**config.mk**
```make
export PLATFORM = sky130hd
export DESIGN_NAME = padcfg_bank
export DESIGN_NICKNAME = d
export VERILOG_FILES = /design/src/rtl/padcfg_pkg.sv /design/src/rtl/padcfg_regfile.sv /design/src/rtl/padcfg_wide_group.sv /design/src/rtl/padcfg_bank.sv
export SDC_FILE = /design/constraint.sdc
export NUM_CORES = 1
export LEC_CHECK = 0
export BUFFER_PORTS_ARGS = -buffer_cell sky130_fd_sc_hd__clkbuf_2
export CAP_MARGIN = 40
export CORE_ASPECT_RATIO = 0.6
export CORE_MARGIN = 1
export CORE_UTILIZATION = 56
export CTS_CLUSTER_DIAMETER = 30
export DETAILED_ROUTE_END_ITERATION = 8
export PLACE_DENSITY = 0.79
export SETUP_SLACK_MARGIN = 0.3
export SLEW_MARGIN = 30
export SYNTH_ARGS = -nofsm -noshare
export SYNTH_HDL_FRONTEND = slang
export SYNTH_SLANG_ARGS = --single-unit
```
**constraint.sdc**
```tcl
create_clock -name clk -period 3.5 [get_ports clk]
set_clock_uncertainty 0.05 [all_clocks]
set_input_delay 0.875 -clock clk [delete_from_list [all_inputs] [get_ports clk]]
set_output_delay 0.875 -clock clk [all_outputs]
set_load 0.01 [all_outputs]
```
**src/rtl/padcfg_pkg.sv**
```systemverilog
package padcfg_pkg;
  localparam int GRP_PINS   = 8;
  localparam int WORD_W     = 16;
  localparam int BIAS_W     = 2;
  localparam int DRV_W      = 3;

  // first drive word of group grp
  function automatic int drv_base(input logic [31:0] wide, input int grp, input int pins);
    int b;
    b = pins / 8 + pins / 16;
    for (int j = 0; j < grp; j++) b += wide[j] ? 2 : 1;
    return b;
  endfunction

  function automatic int reg_count(input logic [31:0] wide, input int pins);
    return drv_base(wide, pins / 8, pins);
  endfunction
endpackage

```
**src/rtl/padcfg_regfile.sv**
```systemverilog
module padcfg_regfile #(
  parameter int NREG   = 12,
  parameter int ADDR_W = 4
) (
  input  logic                           clk,
  input  logic                           rst,
  input  logic                           wr_en,
  input  logic [ADDR_W-1:0]              wr_addr,
  input  logic [31:0]                    wr_data,
  output logic [NREG*padcfg_pkg::WORD_W-1:0] words_o
);
  localparam int W = padcfg_pkg::WORD_W;

  logic [W-1:0] mem [NREG];
  logic [W-1:0] en_bits, val_bits;
  logic         hit;

  assign en_bits  = wr_data[2*W-1:W];
  assign val_bits = wr_data[W-1:0];
  assign hit      = wr_en && (int'(wr_addr) < NREG);

  always_ff @(posedge clk) begin
    if (rst) begin
      for (int i = 0; i < NREG; i++) mem[i] <= '0;
    end else if (hit) begin
      mem[wr_addr] <= (mem[wr_addr] & ~en_bits) | (val_bits & en_bits);
    end
  end

  for (genvar i = 0; i < NREG; i++) begin : g_flat
    assign words_o[i*W +: W] = mem[i];
  end
endmodule

```
**src/rtl/padcfg_wide_group.sv**
```systemverilog
module padcfg_wide_group (
  input  logic [23:0] span_i,
  output logic [23:0] codes_o
);
  // pin k occupies span bits 3k+2:3k; pin 5 crosses the word boundary
  for (genvar k = 0; k < padcfg_pkg::GRP_PINS; k++) begin : g_pin
    if (k == 5) begin : g_split
      assign codes_o[3*k +: 3] = {span_i[17:16], span_i[15]};
    end else begin : g_whole
      assign codes_o[3*k +: 3] = span_i[3*k +: 3];
    end
  end
endmodule

```
**src/rtl/padcfg_bank.sv**
```systemverilog
module padcfg_bank #(
  parameter int                    NUM_PINS  = 32,
  parameter logic [NUM_PINS/8-1:0] WIDE_MASK = 4'b0110,
  parameter int                    ADDR_W    = 4
) (
  input  logic                  clk,
  input  logic                  rst,
  input  logic                  wr_en,
  input  logic [ADDR_W-1:0]     wr_addr,
  input  logic [31:0]           wr_data,
  output logic [2*NUM_PINS-1:0] bias_o,
  output logic [3*NUM_PINS-1:0] drive_o,
  output logic [NUM_PINS-1:0]   schmitt_o
);
  import padcfg_pkg::*;

  localparam int NGRP      = NUM_PINS / GRP_PINS;
  localparam int NBIAS     = NUM_PINS / 8;
  localparam int NSCH      = NUM_PINS / 16;
  localparam int NREG      = reg_count(32'(WIDE_MASK), NUM_PINS);

  logic [NREG*WORD_W-1:0] words;

  padcfg_regfile #(.NREG(NREG), .ADDR_W(ADDR_W)) u_regs (
    .clk     (clk),
    .rst     (rst),
    .wr_en   (wr_en),
    .wr_addr (wr_addr),
    .wr_data (wr_data),
    .words_o (words)
  );

  for (genvar r = 0; r < NBIAS; r++) begin : g_bias
    assign bias_o[r*WORD_W +: WORD_W] = words[r*WORD_W +: WORD_W];
  end

  for (genvar s = 0; s < NSCH; s++) begin : g_sch
    assign schmitt_o[s*WORD_W +: WORD_W] = words[(NBIAS+s)*WORD_W +: WORD_W];
  end

  for (genvar g = 0; g < NGRP; g++) begin : g_drv
    localparam int BASE = drv_base(32'(WIDE_MASK), g, NUM_PINS);
    if (WIDE_MASK[g]) begin : g_wide
      logic [23:0] span;
      assign span = {words[(BASE+1)*WORD_W +: 8], words[BASE*WORD_W +: WORD_W]};
      padcfg_wide_group u_wide (
        .span_i  (span),
        .codes_o (drive_o[g*GRP_PINS*DRV_W +: GRP_PINS*DRV_W])
      );
    end else begin : g_ord
      for (genvar k = 0; k < GRP_PINS; k++) begin : g_pin
        assign drive_o[(g*GRP_PINS+k)*DRV_W +: DRV_W] =
          {1'b0, words[BASE*WORD_W + 2*k +: 2]};
      end
    end
  end
endmodule

```
[Word-level counts from Yosys, hierarchy flattened]
Memories as Yosys holds them, arrays and structs flattened.
Index checks and enable logic that the tools add are counted.
Word-level totals
  memory bits (read-only): 0
  bits in latches: 0
  register bits after elaboration: 0
  logic and storage cells: 16
  RAM bits: 192
  memories kept: 1
Memory list
  u_regs.mem: words 12, width 16, rd ports 13, clocked after Yosys merged registers in 0, write ports 12, line padcfg_regfile.sv:14  | logic [W-1:0] mem [NREG];
Cells by class
  shift-type cells: 0
  equal/unequal tests: 0
  multipliers: 0
  bitwise operators: 4
  divide/modulo/power cells: 0
  magnitude comparators: 1
  muxes and demuxes: 8
  reduce and logical (&&, ||, !) cells: 2
  add/sub/neg operators: 0
Operators by type and width (number)
  $and 16x16->16: 2
  $mux 16: 1
  $not 16->16: 1
  $or 16x16->16: 1
  $reduce_or 16->1: 1
  $mux 1: 6
  $lt 4x4->1 const B: 1
  $mux 4: 1
  $logic_and 1x1->1: 1

[Logic depth before layout (Yosys ltp)]
Gate-level depths: netlist of the first run.
  depth in word-level cells: 7
  mapped depth: 9
  mapped depth without buffers: 4

[By module]
Synthesis of the first run repeated with hierarchy kept, for this count alone.
Unflattened totals
  cell total of the unflattened synthesis: 853
  area, all modules: 12226.7 um^2
Modules (own cells, without submodules)
  padcfg_regfile: area each 11742.5 um^2, sequential area each 7687.4 um^2, times used 1, cells an instance 788
  padcfg_wide_group: area each 180.2 um^2, sequential area each 0.0 um^2, times used 2, cells an instance 24
  padcfg_bank: area each 123.9 um^2, sequential area each 0.0 um^2, times used 1, cells an instance 17

[Worst setup path after synthesis of the first run]
OpenSTA, ideal clock, no wires.
  path kind: input-to-reg
  start: input wr_addr[2]
  end: memory u_regs.mem[6][0] (netlist name) (enable)
  stages on the path: 7
  arrival: 2327 ps
  path slack: 748 ps
  path through: buf_2 buf_4 buf_4 nor4bb_1 clkbuf_1 nand2_1 nand2b_1
RTL lines
  start: declaration: line padcfg_bank.sv:9  | input logic [ADDR_W-1:0] wr_addr,
  end: declaration: line padcfg_regfile.sv:14

==> flow_summary.ini, run 1 <==
[routing]
dr.pass1.iters = 7
vias_per_cell = 6.14
route.detailed.wl_per_inst_um = 25.9
wl_um = 37100
drc = 0
drt_iter0_drc = 1303
ant_nets = 0
num_vias = 8805

[global_route]
grt_pass1_vias = 8476
grt.total_usage_pct = 33.7
grt_max_degree = 42
grt_antenna_before_repair = 0
gr-total-overflow = 0
grt_pass1_wl_um = 52900

[pwr]
pwr-share-clk_pct = 46.5
switching_share_pct = 24.7
p_int_w = 0.00629
p_seq_share_pct = 43.6
p_leak_nw = 6.20
p_sw_w = 0.00206
peakVddDrop_uv = 364
p_comb_share_pct = 9.9
p_per_area_nw_per_um2 = 553

[clock_network]
cts_sinks = 256
clock_latency_ps = 510
post_cts_buffers = 0
h-tree-depth = 2
cts_tree = yes
clkTransAtPathRegs_ps = 60
cts_hold_buffers = 0
cts_buffer_depth = 3
cts-root-buf = clkbuf_16
cts_resized = 0
cts_buffers = 37

[layout]
regMostFlops = u_regs.mem
fillers = 1398
fin_area_um2 = 15100
layout.nets = 1166
multi_input_area_um2 = 3880
largest_register_ffs = 256
num_antenna_cells = 0
top_regs = u_regs.mem: 256 flops
area_growth_syn_to_layout_pct = 25.6
seqCellArea_um2 = 7690
layout-drive-gt1-share_pct = 38.4

[synth]
yosys_warnings = 0
async_flop_share_pct = 0
synthCells = 820
avgSynthCellArea_um2 = 14.6
synth_cell_types = 31
synth-seq-cells = 256
synth_ff_type = edfxtp_1
syn_area_um2 = 12000
synth_edf_count = 256
ys_seq_area_share_pct = 64.0

[die]
die_area_um2 = 22100
coreArea_um2 = 21000
fp.dieW_um = 191
dieHeight_um = 115
ioPinCount = 231
num_rows = 41
start_util_pct = 57.1

[sta]
maxSlewHeadroom_pct = 45.1
max_freq_mhz = 370
slew_viol_final = 0
timing.final.crit_share_pct = 77.2
rsz0062_at_grt = false
finalSetupViolations = 0
min_period_ps = 2700
hold_violations = 0
setup_tns_ps = 0
tightest_slew_ps = 820

[setup_path]
start_kind = input pin
critPathMaxFanout = 27
crit_required_ps = 3750
cp-end-kind = flip-flop
cp.arrival_ps = 2950
critPathKind = input pin to flip-flop
r2r_setup_slack_ps = 1270

[run_status]
status = completed

[hold_path]
hold_class = input pin to flip-flop

[placed_design]
dp_hpwl_um = 24100
dpl_cell_area_um2 = 13700
port_buffers = 214
gp_congestion = 0.862

[run]
max-cap-violations = 0
-- path summary, 6_finish.rpt --
| kind | to | cells after the start | from |
|---|---|---|---|
| setup / recovery | u_regs.mem[14][3] | 8 | wr_addr[0] |
| hold / removal | u_regs.mem[0][10] | 3 | wr_data[10] |
| setup reg to reg | u_regs.mem[1][2] | 5 | u_regs.mem[4][2] |
| hold reg to reg | u_regs.mem[1][9] | 4 | u_regs.mem[13][9] |
-- metal layers --
layer  vias to the layer above  wire (um)  track usage, %
li1                       3710          -               -
met1                      4278      13900            45.3
met2                       718      16500            50.9
met3                        99       5460            12.4
met4                         0       1210            11.8
met5                         -          0               0
-- power groups by stage --
stage	clock [W]	combinational, W	sequential, W
finish	0.00388	0.000825	0.00364
global route	0.00402	0.000876	0.00365
CTS	0.00390	0.000803	0.00364
detailed placement	0	0.000792	0.00370
global placement	0	0.000772	0.00369
floorplan	0	0.000474	0.00371
-- cell type report --
type | count | area share [%]
clock buffers | 37 | 6.14
clock inverters | 30 | 2.45
inverters | 15 | 0.373
multi-input cells | 519 | 25.7
flip-flops and latches | 256 | 51.0
well taps | 279 | 2.31
repair buffers | 298 | 12.1
-- cell usage after synthesis, types with 14 or more instances --
| master | number | area, um2 |
|---|---|---|
| a2bb2oi_1 | 15 | 131 |
| mux4_2 | 31 | 698 |
| buf_4 | 53 | 398 |
| mux2i_1 | 68 | 681 |
| o221ai_1 | 15 | 131 |
| nand2b_1 | 15 | 93.8 |
| a211oi_2 | 15 | 188 |
| clkbuf_1 | 31 | 116 |
| buf_2 | 15 | 75.1 |
| inv_1 | 15 | 56.3 |
| edfxtp_1 | 256 | 7690 |
| nor2_1 | 27 | 101 |
| a21oi_1 | 16 | 80.1 |
| nor3_1 | 150 | 751 |
| nor3_2 | 18 | 180 |
| nor3b_1 | 14 | 105 |
-- metrics by stage --
| step | power, W | hold slack (ps) | setup slack, ps | util, % | instances |
|---|---|---|---|---|---|
| 2_1_floorplan | 0.00418 | 820 | 748 | - | 899 |
| 3_3_place_gp | 0.00446 | 886 | 334 | 65.2 | 1358 |
| 3_5_place_dp | 0.00449 | 887 | 360 | 65.3 | 1360 |
| 4_1_cts | 0.00834 | 796 | 846 | 71.5 | 1427 |
| 5_1_grt | 0.00855 | 763 | 685 | 71.7 | 1434 |
| 6_report | 0.00834 | 755 | 799 | 71.7 | 1434 |
-- kinds of logic after synthesis --
group | share of synthesized area, %
AO/OA/AOI/OAI | 4.54
other | 0.0312
buffers and inverters | 6.31
flip-flops | 64.0
multiplexers | 11.5
AND/OR/NAND/NOR | 13.6
-- worst max-delay path, stage by stage --
cell      delay [ps]
clkbuf_2         120
buf_12           180
nand3b_1         620
buf_4            380
o221ai_1         240
a211oi_2          80
buf_4            170
nor2_1           260
-- cells in the final DEF, fill, tap and decap left out, drive strengths merged, types with 5 or more instances in the layout --
master and n:
nor2 29, bufinv 6, mux4 31, and2 12, buf 84, inv 22
conb 80, nor3 168, mux2i 68, a211oi 15, a2bb2oi 15, clkbuf 251
clkinvlp 5, clkinv 12, a21oi 16, nor4b 13, nand2 12, o221ai 15
nand2b 15, edfxtp 256, nor3b 14
Power figures use the tool's default switching activity.
==> run 2, diff against run 1 <==
==> constraint.sdc (replaced) <==
create_clock -name clk -period 2.8 [get_ports clk]
set_clock_uncertainty 0.05 [all_clocks]
set_input_delay 0.7 -clock clk [delete_from_list [all_inputs] [get_ports clk]]
set_output_delay 0.7 -clock clk [all_outputs]
set_load 0.01 [all_outputs]
==> flow_summary.ini, run 2 (synthesis results as in run 1) <==
[run_status]
status = completed

[sta]
slew_viol_final = 0
hold_violations = 0
timing.final.crit_share_pct = 82.6
fin_hold_ws_ps = 635
finalSetupViolations = 0
maxSlewHeadroom_pct = 58.1
min_period_ps = 2310
tightest_slew_ps = 627
setup_tns_ps = 0
rsz0062_at_grt = false
max_freq_mhz = 432

[setup_path]
start_kind = input pin
critPathKind = input pin to flip-flop
path_cells = clkbuf_2, buf_12, nor2b_2, buf_4, a21oi_1, a211oi_2, buf_4, nor2_1
critPathSlowestCell = nor2b_2
r2r_setup_slack_ps = 800
critPathMaxFanout = 25
rr_endpoint = u_regs.mem[14][4]
cp-end-kind = flip-flop
reg2reg_depth = 5
r2r_start = u_regs.mem[6][4]
cpMostUsedCell = buf_4
cp.arrival_ps = 2490
cpPeakStageDelay_ps = 430
crit_required_ps = 2980

[pwr]
p_per_area_nw_per_um2 = 646
p_int_w = 0.00735
pwr-share-clk_pct = 42.5
peakVddDrop_uv = 399
p_seq_share_pct = 46.7
p_comb_share_pct = 10.8
switching_share_pct = 24.6
p_sw_w = 0.00240
p_leak_nw = 6.21

[layout]
seqCellArea_um2 = 7690
final_common_cell = edfxtp_1
layout-drive-gt1-share_pct = 39.0
regMostFlops = u_regs.mem
layout.nets = 1186
top_regs = u_regs.mem: 256 flops
largest_register_ffs = 256
num_antenna_cells = 0
fillers = 1437
layout_common_cells = edfxtp_1 (256), clkbuf_2 (212), nor3_1 (150)
area_growth_syn_to_layout_pct = 25.8
multi_input_area_um2 = 3880

[clock_network]
cts_resized = 0
cts_buffer_depth = 3
clock_latency_ps = 500
cts_sinks = 256
cts_hold_buffers = 0
cts_tree = yes
cts-root-buf = clkbuf_16
post_cts_buffers = 0
cts_buffers = 35
h-tree-depth = 2
clkTransAtPathRegs_ps = 50

[die]
dieHeight_um = 115
fp.dieW_um = 191
ioPinCount = 231
coreArea_um2 = 21000
die_area_um2 = 22100
start_util_pct = 57.1
num_rows = 41

[global_route]
gr-total-overflow = 0
grt_pass1_wl_um = 52400
grt.total_usage_pct = 33.0
grt_antenna_before_repair = 0
grt_max_degree = 26
grt_pass1_vias = 8541

[run]
max-cap-violations = 0

[hold_path]
hold-path-endpoint = u_regs.mem[1][0]
min_from = wr_data[0]
hold_class = input pin to flip-flop
hold_depth = 3

[placed_design]
port_buffers = 214
dp_hpwl_um = 24600
gp_congestion = 0.890

[routing]
route.detailed.wl_per_inst_um = 25.0
num_vias = 8926
vias_per_cell = 6.16
drc = 0
drt_iter0_drc = 1062
dr.pass1.iters = 7
ant_nets = 0
wl_um = 36300
[run 2: critical path: cells and delay by family]
family	cells	cell delay (ps)
simple gates	2	530
compound gates	2	360
buf+inv	4	870
[run 2: worst max-delay path by stage]
stage | slack, ps | start | cells past startpoint | endpoint
finish | 490 | wr_addr[0] | 8 | u_regs.mem[13][9]
global route | 440 | wr_addr[0] | 8 | u_regs.mem[13][9]
CTS | 560 | wr_addr[1] | 6 | u_regs.mem[6][14]
detailed placement | 50 | wr_addr[0] | 8 | u_regs.mem[13][0]
global placement | 110 | wr_addr[0] | 8 | u_regs.mem[12][13]
floorplan | 300 | wr_addr[2] | 5 | u_regs.mem[0][0]
[run 2: per-layer routing]
metal / vias to the layer above / wire [um] / GRT usage [%]
met3: 95 / 5190 / 8.18
li1: 3744 / - / -
met4: 0 / 1140 / 11.9
met2: 736 / 16500 / 50.6
met1: 4351 / 13400 / 46.4
met5: - / 0 / 0
[run 2: power groups by stage]
stage          Sequential [W]  Combinational [W]  Clock [W]
2_1_floorplan         0.00463           0.000593          0
4_1_cts               0.00455            0.00104    0.00416
3_3_place_gp          0.00462            0.00101          0
5_1_grt               0.00456            0.00112    0.00434
6_report              0.00455            0.00106    0.00415
3_5_place_dp          0.00463            0.00103          0
[run 2: per-stage QoR]
stage                     instance area (um2)  cells  worst slack, ps  utilization (%)  power (W)
after floorplan                         12300    899              302                -    0.00523
after global placement                  14000   1387              106             66.6    0.00563
after detailed placement                14000   1387             53.3             66.6    0.00566
after CTS                               15100   1448              556             71.8    0.00975
after global routing                    15100   1450              440             71.8     0.0100
final                                   15100   1450              487             71.8    0.00976
[run 2: cell type report]
class | count | area share, %
Inverter | 15 | 0.373
Multi-Input combinational cell | 519 | 25.7
Clock buffer | 38 | 5.87
Timing Repair Buffer | 320 | 13.5
Clock inverter | 23 | 1.29
Tap cell | 279 | 2.31
Sequential cell | 256 | 50.9
==> run 3, diff against run 2 <==
--- a/config.mk
+++ b/config.mk
@@ -9,10 +9,10 @@
 export CAP_MARGIN = 40
 export CORE_ASPECT_RATIO = 0.6
 export CORE_MARGIN = 1
-export CORE_UTILIZATION = 56
+export CORE_UTILIZATION = 50
 export CTS_CLUSTER_DIAMETER = 30
 export DETAILED_ROUTE_END_ITERATION = 8
-export PLACE_DENSITY = 0.79
+export PLACE_DENSITY = 0.74
 export SETUP_SLACK_MARGIN = 0.3
 export SLEW_MARGIN = 30
 export SYNTH_ARGS = -nofsm -noshare
==> constraint.sdc (replaced) <==
create_clock -name clk -period 1.9 [get_ports clk]
set_clock_uncertainty 0.05 [all_clocks]
set_input_delay 0.475 -clock clk [delete_from_list [all_inputs] [get_ports clk]]
set_output_delay 0.475 -clock clk [all_outputs]
set_load 0.01 [all_outputs]
==> flow_summary.ini, run 3 (synthesis results as in run 1) <==
[hold_path]
hold_class = input pin to flip-flop

[run]
max-cap-violations = 0

[global_route]
grt.total_usage_pct = 36.4
gr-total-overflow = 0
grt_max_degree = 24
grt_antenna_before_repair = 0
grt_pass1_vias = 9924
grt_pass1_wl_um = 64200

[placed_design]
gp_congestion = 0.860
dpl_cell_area_um2 = 15500
port_buffers = 214
dp_hpwl_um = 27500
placedCellCount = 1543

[setup_path]
critPathSlowestCell = mux4_2
critPathMaxFanout = 5
crit_required_ps = 2140
cp-end-kind = flip-flop
critPathKind = flip-flop to flip-flop
path_cells = mux4_2, a2bb2oi_4, a211oi_4, buf_6, buf_8, nor3_1
crit_family = multiplexers
path_buf_inv = 2
cpPeakStageDelay_ps = 530
start_kind = flip-flop
cp.arrival_ps = 2350

[die]
die_area_um2 = 24700
start_util_pct = 51.4
dieHeight_um = 122
coreArea_um2 = 23300
num_rows = 43
ioPinCount = 231
fp.dieW_um = 202

[pwr]
pwr-share-clk_pct = 42.6
p_int_w = 0.0118
p_leak_nw = 8.11
p_per_area_nw_per_um2 = 829
p_comb_share_pct = 16.4
switching_share_pct = 28.0
p_seq_share_pct = 41.0
power.total_w = 0.0165
p_sw_w = 0.00461
peakVddDrop_uv = 786

[layout]
area_growth_syn_to_layout_pct = 65.2
largest_register_ffs = 256
post-route-util_pct = 85.0
num_antenna_cells = 0
final_common_cell = edfxtp_1
regMostFlops = u_regs.mem
fin_area_um2 = 19800
top_regs = u_regs.mem: 256 flops
layout_common_cells = edfxtp_1 (256), buf_6 (169), clkbuf_2 (165)
layout-drive-gt1-share_pct = 64.2
layout.nets = 1405
stdcell_count = 1711

[routing]
num_vias = 10800
route.detailed.wl_per_inst_um = 29.9
drt_iter0_drc = 1498
dr.pass1.iters = 5
vias_per_cell = 6.29
drc = 0
ant_nets = 0
wl_um = 51200

[clock_network]
clock_latency_ps = 550
cts_buffer_depth = 3
cts_tree = yes
cts_sinks = 256
cts_buffers = 38
clkTransAtPathRegs_ps = 70
h-tree-depth = 2
cts-root-buf = clkbuf_16
cts_hold_buffers = 0

[sta]
finalSetupViolations = 235
tightest_slew_ps = 607
timing.final.crit_share_pct = 111
setup_ws_ps = -210
rsz0062_at_grt = true
hold_violations = 0
max_freq_mhz = 474
slew_viol_final = 0
maxSlewHeadroom_pct = 59.5
min_period_ps = 2110

[run_status]
violations = negative setup slack
status = finished with violations
run 3: layout make-up:
class / instances / area, um2
Tap cell: 315 / 394
Fill cell: 1025 / 3510
Sequential cell: 256 / 7690
Inverter: 15 / 56.3
Clock buffer: 42 / 966
Clock inverter: 28 / 269
Multi-Input combinational cell: 519 / 5530
Timing Repair Buffer: 536 / 4940
run 3: worst reg2reg max path, delay by kind of cell, from the launching register on:
family | cells | cell delay [ps]
multiplexers | 1 | 530
AO/OA/AOI/OAI | 2 | 470
flip-flops | 1 | 430
buffers and inverters | 2 | 300
AND/OR/NAND/NOR | 1 | 70
run 3: final timing paths:
kind / startpoint / endpoint / slack [ps] / cells after the start
max reg2reg: u_regs.mem[4][6] / u_regs.mem[10][6] / -210 / 6
min reg2reg: u_regs.mem[13][5] / u_regs.mem[2][5] / 1000 / 5
min: wr_data[6] / u_regs.mem[15][6] / 450 / 4
max: u_regs.mem[4][6] / u_regs.mem[10][6] / -210 / 6
run 3: timing repair:
action,4_1_cts,5_1_grt
gates resized for setup,232,282
endpoints found under the hold margin,0,0
setup endpoints to repair,488,498
pin swaps,113,69
cloned,12,1
buffers inserted,54,31
run 3: power by group through the flow:
stage | Clock (W) | Combinational (W) | Sequential (W)
finish | 0.00700 | 0.00271 | 0.00674
CTS | 0.00683 | 0.00222 | 0.00670
global route | 0.00722 | 0.00277 | 0.00675
global placement | 0 | 0.00178 | 0.00681
floorplan | 0 | 0.000936 | 0.00682
detailed placement | 0 | 0.00182 | 0.00681
run 3: stage by stage:
| stage | setup TNS (ps) | setup WS, ps | hold WS, ps |
|---|---|---|---|
| after detailed placement | -168090 | -565 | 875 |
| after global placement | -153090 | -473 | 871 |
| after floorplan | -63860 | -307 | 710 |
| after CTS | 0 | 3.54 | 421 |
| after global routing | -25700 | -221 | 471 |
| final | -19110 | -210 | 449 |
run 3: per-layer routing:
metal	part of all wire (%)	global-route usage (%)	up-vias
met1	34	49.1	5246
met4	6.7	17.2	0
met5	0	0	-
met3	13	8.67	277
met2	46	56.3	1066
li1	-	-	4178
